File: src/rtl/i2cs_pkg.sv
package i2cs_pkg;
  localparam int unsigned RA_W = 2;
  localparam logic [RA_W-1:0] RA_CFG  = 2'd0;
  localparam logic [RA_W-1:0] RA_OWN  = 2'd1;
  localparam logic [RA_W-1:0] RA_CMD  = 2'd2;
  localparam logic [RA_W-1:0] RA_DATA = 2'd3;

  typedef enum logic [2:0] {
    ST_IDLE, ST_RX, ST_HOLD, ST_ACK, ST_TX, ST_TXACK, ST_TXHOLD, ST_SKIP
  } eng_state_t;

  typedef struct packed {
    logic irq;
    logic stalled;
    logic mack;
    logic rw;
    logic addr;
    logic stop;
    logic start;
  } status_t;
endpackage

File: src/rtl/i2cs_sync.sv
module i2cs_sync #(
  parameter int unsigned LINES  = 2,
  parameter int unsigned STAGES = 2
) (
  input  logic             clk,
  input  logic             rst_n,
  input  logic [LINES-1:0] d,
  output logic [LINES-1:0] q
);
  logic [STAGES-1:0][LINES-1:0] stg;

  always_ff @(posedge clk or negedge rst_n) begin
    if (!rst_n) begin
      stg <= '1;
    end else begin
      stg[0] <= d;
      for (int s = 1; s < STAGES; s++) stg[s] <= stg[s-1];
    end
  end

  assign q = stg[STAGES-1];
endmodule

File: src/rtl/i2cs_busmon.sv
module i2cs_busmon (
  input  logic clk,
  input  logic rst_n,
  input  logic scl_s,
  input  logic sda_s,
  output logic scl_rise,
  output logic scl_fall,
  output logic start_ev,
  output logic stop_ev
);
  logic scl_q, sda_q;

  always_ff @(posedge clk or negedge rst_n) begin
    if (!rst_n) begin
      scl_q <= 1'b1;
      sda_q <= 1'b1;
    end else begin
      scl_q <= scl_s;
      sda_q <= sda_s;
    end
  end

  assign scl_rise = scl_s & ~scl_q;
  assign scl_fall = ~scl_s & scl_q;
  assign start_ev = scl_s & scl_q & sda_q & ~sda_s;
  assign stop_ev  = scl_s & scl_q & ~sda_q & sda_s;
endmodule

File: src/rtl/i2cs_engine.sv
module i2cs_engine
  import i2cs_pkg::*;
#(
  parameter int unsigned ADDR_W = 7,
  parameter int unsigned DATA_W = 8
) (
  input  logic              clk,
  input  logic              rst_n,
  input  logic              en,
  input  logic              hw_cmp,
  input  logic [ADDR_W-1:0] own_addr,
  input  logic              scl_rise,
  input  logic              scl_fall,
  input  logic              sda_s,
  input  logic              start_ev,
  input  logic              stop_ev,
  input  logic              go_ack,
  input  logic              go_nak,
  input  logic [DATA_W-1:0] tx_byte,
  output logic              scl_drv,
  output logic              sda_drv,
  output logic              byte_ev,
  output logic [DATA_W-1:0] rx_byte,
  output logic              is_addr,
  output logic              rw,
  output logic              mack
);
  localparam int unsigned CW = $clog2(DATA_W + 1);
  localparam logic [CW-1:0] LAST = CW'(DATA_W - 1);
  localparam logic [CW-1:0] FULL = CW'(DATA_W);

  eng_state_t        state;
  logic [CW-1:0]     cnt;
  logic [DATA_W-1:0] shreg;
  logic              refused;
  logic              go;
  logic              addr_hit;

  assign go       = go_ack | go_nak;
  assign addr_hit = (shreg[ADDR_W-1:0] == own_addr);

  always_ff @(posedge clk or negedge rst_n) begin
    if (!rst_n) begin
      state   <= ST_IDLE;
      cnt     <= '0;
      shreg   <= '0;
      rx_byte <= '0;
      is_addr <= 1'b0;
      rw      <= 1'b0;
      mack    <= 1'b0;
      refused <= 1'b0;
      scl_drv <= 1'b0;
      sda_drv <= 1'b0;
      byte_ev <= 1'b0;
    end else begin
      byte_ev <= 1'b0;
      if (!en || stop_ev) begin
        state   <= ST_IDLE;
        scl_drv <= 1'b0;
        sda_drv <= 1'b0;
      end else if (start_ev) begin
        state   <= ST_RX;
        cnt     <= '0;
        is_addr <= 1'b1;
        scl_drv <= 1'b0;
        sda_drv <= 1'b0;
      end else begin
        unique case (state)
          ST_RX: begin
            if (scl_rise && cnt != FULL) begin
              shreg <= {shreg[DATA_W-2:0], sda_s};
              cnt   <= cnt + 1'b1;
              if (cnt == LAST) begin
                rx_byte <= {shreg[DATA_W-2:0], sda_s};
                if (is_addr) begin
                  rw <= sda_s;
                  if (hw_cmp && !addr_hit) state <= ST_SKIP;
                  else byte_ev <= 1'b1;
                end else begin
                  byte_ev <= 1'b1;
                end
              end
            end else if (scl_fall && cnt == FULL) begin
              state   <= ST_HOLD;
              scl_drv <= 1'b1;
            end
          end
          ST_HOLD: begin
            if (go) begin
              sda_drv <= go_ack & ~go_nak;
              refused <= go_nak;
              scl_drv <= 1'b0;
              state   <= ST_ACK;
            end
          end
          ST_ACK: begin
            if (scl_fall) begin
              cnt <= '0;
              if (refused) begin
                sda_drv <= 1'b0;
                state   <= ST_SKIP;
              end else if (is_addr && rw) begin
                shreg   <= tx_byte;
                sda_drv <= ~tx_byte[DATA_W-1];
                is_addr <= 1'b0;
                state   <= ST_TX;
              end else begin
                sda_drv <= 1'b0;
                is_addr <= 1'b0;
                state   <= ST_RX;
              end
            end
          end
          ST_TX: begin
            if (scl_fall) begin
              if (cnt == LAST) begin
                sda_drv <= 1'b0;
                state   <= ST_TXACK;
              end else begin
                shreg   <= {shreg[DATA_W-2:0], 1'b0};
                sda_drv <= ~shreg[DATA_W-2];
                cnt     <= cnt + 1'b1;
              end
            end
          end
          ST_TXACK: begin
            if (scl_rise) begin
              mack    <= ~sda_s;
              byte_ev <= 1'b1;
            end else if (scl_fall) begin
              if (mack) begin
                scl_drv <= 1'b1;
                state   <= ST_TXHOLD;
              end else begin
                state <= ST_SKIP;
              end
            end
          end
          ST_TXHOLD: begin
            if (go) begin
              shreg   <= tx_byte;
              sda_drv <= ~tx_byte[DATA_W-1];
              scl_drv <= 1'b0;
              cnt     <= '0;
              state   <= ST_TX;
            end
          end
          default: ;
        endcase
      end
    end
  end
endmodule

File: src/rtl/i2cs_regs.sv
module i2cs_regs
  import i2cs_pkg::*;
#(
  parameter int unsigned ADDR_W = 7,
  parameter int unsigned DATA_W = 8
) (
  input  logic              clk,
  input  logic              rst_n,
  input  logic              reg_wr,
  input  logic [RA_W-1:0]   reg_addr,
  input  logic [DATA_W-1:0] reg_wdata,
  output logic [DATA_W-1:0] reg_rdata,
  input  logic              start_ev,
  input  logic              stop_ev,
  input  logic              byte_ev,
  input  logic [DATA_W-1:0] rx_byte,
  input  logic              is_addr,
  input  logic              rw,
  input  logic              mack,
  input  logic              stalled,
  output logic              en,
  output logic              hw_cmp,
  output logic [ADDR_W-1:0] own_addr,
  output logic [DATA_W-1:0] tx_byte,
  output logic              go_ack,
  output logic              go_nak,
  output logic              irq
);
  localparam int unsigned SW = $bits(status_t);

  logic    cmd_wr;
  logic    start_seen, stop_seen;
  status_t st;

  assign cmd_wr = reg_wr && reg_addr == RA_CMD;
  assign go_ack = cmd_wr & reg_wdata[0];
  assign go_nak = cmd_wr & reg_wdata[1];

  always_ff @(posedge clk or negedge rst_n) begin
    if (!rst_n) begin
      en         <= 1'b0;
      hw_cmp     <= 1'b0;
      own_addr   <= '0;
      tx_byte    <= '0;
      irq        <= 1'b0;
      start_seen <= 1'b0;
      stop_seen  <= 1'b0;
    end else begin
      if (reg_wr && reg_addr == RA_CFG) begin
        en     <= reg_wdata[0];
        hw_cmp <= reg_wdata[1];
      end
      if (reg_wr && reg_addr == RA_OWN) own_addr <= reg_wdata[ADDR_W-1:0];
      if (reg_wr && reg_addr == RA_DATA) tx_byte <= reg_wdata;
      if (cmd_wr) begin
        irq        <= 1'b0;
        start_seen <= 1'b0;
        stop_seen  <= 1'b0;
      end
      if (en && byte_ev)  irq        <= 1'b1;
      if (en && start_ev) start_seen <= 1'b1;
      if (en && stop_ev)  stop_seen  <= 1'b1;
    end
  end

  always_comb begin
    st.irq     = irq;
    st.stalled = stalled;
    st.mack    = mack;
    st.rw      = rw;
    st.addr    = is_addr;
    st.stop    = stop_seen;
    st.start   = start_seen;
    unique case (reg_addr)
      RA_CFG:  reg_rdata = DATA_W'({hw_cmp, en});
      RA_OWN:  reg_rdata = DATA_W'(own_addr);
      RA_CMD:  reg_rdata = DATA_W'(st[SW-1:0]);
      default: reg_rdata = rx_byte;
    endcase
  end
endmodule

File: src/rtl/i2cs_slave.sv
module i2cs_slave
  import i2cs_pkg::*;
#(
  parameter int unsigned ADDR_W      = 7,
  parameter int unsigned DATA_W      = 8,
  parameter int unsigned SYNC_STAGES = 2
) (
  input  logic              clk,
  input  logic              rst_n,
  input  logic              scl_i,
  input  logic              sda_i,
  output logic              scl_oe,
  output logic              sda_oe,
  input  logic              reg_wr,
  input  logic [RA_W-1:0]   reg_addr,
  input  logic [DATA_W-1:0] reg_wdata,
  output logic [DATA_W-1:0] reg_rdata,
  output logic              irq
);
  logic [1:0]        pads_s;
  logic              scl_rise, scl_fall, start_ev, stop_ev;
  logic              cfg_en, hw_cmp, go_ack, go_nak;
  logic [ADDR_W-1:0] own_addr;
  logic [DATA_W-1:0] tx_byte, rx_byte;
  logic              byte_ev, is_addr, rw, mack;

  i2cs_sync #(.LINES(2), .STAGES(SYNC_STAGES)) u_sync (
    .clk(clk), .rst_n(rst_n), .d({scl_i, sda_i}), .q(pads_s)
  );

  i2cs_busmon u_mon (
    .clk(clk), .rst_n(rst_n), .scl_s(pads_s[1]), .sda_s(pads_s[0]),
    .scl_rise(scl_rise), .scl_fall(scl_fall),
    .start_ev(start_ev), .stop_ev(stop_ev)
  );

  i2cs_engine #(.ADDR_W(ADDR_W), .DATA_W(DATA_W)) u_eng (
    .clk(clk), .rst_n(rst_n), .en(cfg_en), .hw_cmp(hw_cmp),
    .own_addr(own_addr), .scl_rise(scl_rise), .scl_fall(scl_fall),
    .sda_s(pads_s[0]), .start_ev(start_ev), .stop_ev(stop_ev),
    .go_ack(go_ack), .go_nak(go_nak), .tx_byte(tx_byte),
    .scl_drv(scl_oe), .sda_drv(sda_oe), .byte_ev(byte_ev),
    .rx_byte(rx_byte), .is_addr(is_addr), .rw(rw), .mack(mack)
  );

  i2cs_regs #(.ADDR_W(ADDR_W), .DATA_W(DATA_W)) u_regs (
    .clk(clk), .rst_n(rst_n), .reg_wr(reg_wr), .reg_addr(reg_addr),
    .reg_wdata(reg_wdata), .reg_rdata(reg_rdata),
    .start_ev(start_ev), .stop_ev(stop_ev), .byte_ev(byte_ev),
    .rx_byte(rx_byte), .is_addr(is_addr), .rw(rw), .mack(mack),
    .stalled(scl_oe), .en(cfg_en), .hw_cmp(hw_cmp), .own_addr(own_addr),
    .tx_byte(tx_byte), .go_ack(go_ack), .go_nak(go_nak), .irq(irq)
  );
endmodule

File: config.mk
export PLATFORM = sky130hd
export DESIGN_NAME = i2cs_slave
export DESIGN_NICKNAME = d
export VERILOG_FILES = /design/src/rtl/i2cs_pkg.sv /design/src/rtl/i2cs_sync.sv /design/src/rtl/i2cs_busmon.sv /design/src/rtl/i2cs_engine.sv /design/src/rtl/i2cs_regs.sv /design/src/rtl/i2cs_slave.sv
export SDC_FILE = /design/constraint.sdc
export NUM_CORES = 1
export LEC_CHECK = 0
export BUFFER_PORTS_ARGS = -buffer_cell sky130_fd_sc_hd__buf_4
export CORE_MARGIN = 2
export CORE_UTILIZATION = 40
export CTS_CLUSTER_SIZE = 24
export DETAILED_ROUTE_END_ITERATION = 8
export PLACE_DENSITY_LB_ADDON = 0.15
export SLEW_MARGIN = 20
export SYNTH_ARGS = -nofsm -noshare
export SYNTH_HDL_FRONTEND = slang
export SYNTH_SLANG_ARGS = --single-unit
File: constraint.sdc
create_clock -name clk -period 4.5 [get_ports clk]
set_input_delay 0.225 -clock clk [delete_from_list [all_inputs] [get_ports clk]]
set_output_delay 0.225 -clock clk [all_outputs]
set_load 0.005 [all_outputs]
==> results.toml <==
[logic_synthesis]
yosys_register_bits = 55
synth_compound_area_share_pct = 15.4
synthCells = 262
yosysSeqAreaShare_pct = 47.4
netlist.top_cell.by_area = "dfrtp_1"
synth_nets = 279
synth_common_cells = "dfrtp_1 (49), mux2_2 (31), nand2_1 (23), nor2_1 (17), a21oi_1 (14)"
synthDominantCellAreaShare_pct = 42.0
yosysMostFrequentCell = "dfrtp_1"
synth_edf_count = 0
synth_top_family_by_area = "multiplexers"
ys.flop_type = "dfrtp_1"
yosys_warnings = 0
synth-async-reset-ratio_pct = 100
synth_area_leaders = "dfrtp_1 (42%), mux2_2 (12%), dfstp_2 (5.4%), nand2_1 (3.0%), a21oi_1 (2.4%)"
synthXorXnorAreaFrac_pct = 2.40
synth_fa_ha_area_share_pct = 0.857
synth_area_per_cell_sq_um = 11.2
synthMuxAreaShare_pct = 17.1
ys_types = 57
synth.cell_area_sq_mm = 0.00292
synthSimpleGateAreaFrac_pct = 14.9

[power]
vdd_drop_max_mv = 0.201
power.leakage_nw = 1.44
p_per_area_mw_per_mm2 = 456
fin_total_pwr_mw = 1.52

[floorplan]
start_util_pct = 40.7
io_pins = 26
coreArea_sq_mm = 0.00718
die_x_um = 89.5
die_h_um = 89.5
rows = 31
die_area_sq_mm = 0.00800

[timing]
worst_slack_ns = 2.03
tns_ns = 0
hold_viol_final = 0
setup_viol = 0
finalCriticalPeriod_ns = 2.47
tightestPinTransition_ns = 0.690
slew_violations = 0
min_period_over_period_pct = 54.9
fin_worst_skew_ns = 0.0126
slew_headroom_pct = 54.0
clock.fmax_mhz = 405
rsz0062_at_grt = "no"

[clock_network]
cts_made_buffers = 5
cts_max_path_buffers = 2
clockRootBuffer = "clkbuf_8"
clkTransAtPathRegs_ns = 0.11
cts_resized = 0
h-tree-depth = 2
clock_sink_count = 55
clk_latency_ns = 0.32
tritoncts = "built"

[worst_setup_path]
crit_fanout = 23
worst-endpoint-required_ns = 4.72
crit_arrival_ns = 2.69
worstSetupPathType = "reg -> reg"
crit_path_start_kind = "flop"
cp-end-kind = "flop"

[grt]
first_global_vias = 1947
grt_max_degree = 56
antenna_found_initial = 0
gr-total-overflow = 0
track_usage_pct = 17.2
grt_pass1_wl_um = 10300

[place]
globalplace.congestion = 0.904
pre_cts_ws_ns = 2.05
dp_hpwl_um = 4800
portBuffers = 25

[route]
first_iter_violations = 133
wl_per_cell_um = 17.0
ant_nets = 0
drt_pass1_iterations = 4
wl_um = 6640
drc = 0
vias = 2131
via_per_inst = 5.46

[final_layout]
num-fill-cells = 711
multi_input_area_sq_mm = 0.00148
layout-drive-gt1-share_pct = 27.8
seqCellArea_sq_mm = 0.00138
synthToLayoutAreaGrowth_pct = 13.9
nets = 307
num_antenna_cells = 0
post-route-util_pct = 46.4

[worst_hold_path]
hp-class = "in -> reg"

[flow_run]
maxCapViolCount = 0

[run_status]
status = "completed"
==> metrics by stage <==
stage	cells	area, sq um	hold WS [ns]
after detailed placement	379	3200	0.329
after floorplan	262	2920	-0.0706
final	390	3330	0.123
after CTS	390	3330	0.120
after global routing	390	3330	0.117
after global placement	379	3200	0.324
==> cells by family after synthesis <==
logic type      count (synthesis)
compound gates                 63
flops                          55
xor+xnor                        8
simple gates                   77
mux                            43
buf+inv                        14
fa+ha+maj                       2
==> critical path, stage by stage (launching register included) <==
cell      delay, ns
dfrtp_1        0.65
and3b_1        0.38
o21ai_1        0.24
nand4b_4       0.18
a211oi_4       0.56
mux2_1         0.37
==> power by group <==
group	internal, mW	total [mW]	switching [mW]	leakage [nW]
sequential	0.595	0.750	0.155	0.671
combinational	0.241	0.471	0.231	0.719
clock	0.115	0.295	0.181	0.0463
total	0.951	1.52	0.566	1.44
==> per-layer routing <==
metal / global-route usage, % / vias to the layer above / wire length, um
met1: 26.5 / 1061 / 3350
met2: 25.0 / 39 / 2970
met4: 4.07 / 0 / 63
li1: - / 1025 / -
met3: 3.14 / 6 / 253
met5: 0 / - / 0
==> timing repair <==
item | in CTS | in global routing
hold buffers | 3 | 0
hold endpoints to repair | 51 | 0
endpoints found under the setup margin | 0 | 0
buffers inserted | 0 | 0
==> area by class of cell <==
type | count | area share (%)
clock inverter | 3 | 0.827
multi-input combinational | 193 | 44.5
tap | 99 | 3.72
sequential | 55 | 41.6
clock buffer | 5 | 2.07
inverter | 7 | 0.789
timing repair buffer | 28 | 6.54
==> placed cells by master (no fill, tap or decap), types with 2 or more instances in the layout <==
cell type	netlist	final
nor3_1	2	2
nor2_1	17	17
a22o_1	8	8
xnor2_1	4	4
nand4_1	2	2
a311oi_1	2	2
a211oi_1	2	2
o21ai_1	2	2
xor2_1	4	4
dlygate4sd3_1	0	3
a21o_1	2	2
mux2i_1	6	6
a21oi_1	14	14
ha_1	2	2
nand3_1	3	3
a31oi_1	2	2
mux2_2	31	31
mux2_1	4	4
and2_1	2	2
nand3b_1	6	6
nor3b_1	3	3
nand2_1	23	23
nand2b_1	3	3
o31ai_1	3	3
mux4_2	2	2
nor4_1	2	2
dfstp_2	6	6
o21ai_0	13	13
dfrtp_1	49	49
nor2b_1	4	4
o211ai_1	3	3
clkbuf_8	0	5
inv_1	7	7
buf_4	1	25
==> state kept, by name, summed over array words and instances (netlist names), 2 cells and up <==
signal / cells
u_eng.rx_byte: 8
u_regs.tx_byte: 8
u_eng.shreg: 7
u_regs.own_addr: 7
u_eng.cnt: 4
u_eng.state: 3
u_sync.q: 2
u_sync.stg: 2
==> worst paths after layout <==
check	slack [ns]	from	end	cells after the start
hold reg to reg	0.36	u_sync.stg[1]$_DFF_PN1_	u_sync.q[1]$_DFF_PN1_	0
min in group asynchronous	0.47	rst_n	u_eng.cnt[3]$_DFFE_PN0P_	2
setup / recovery	2.03	u_eng.state[1]$_DFFE_PN0P_	u_eng.shreg[0]$_DFFE_PN0P_	5
hold / removal	0.12	reg_wdata[7]	u_regs.tx_byte[7]$_DFFE_PN0P_	2
max in group asynchronous	3.56	rst_n	u_eng.shreg[1]$_DFFE_PN0P_	2
setup reg to reg	2.03	u_eng.state[1]$_DFFE_PN0P_	u_eng.shreg[0]$_DFFE_PN0P_	5
No activity file was read; power rests on OpenSTA's default activity.
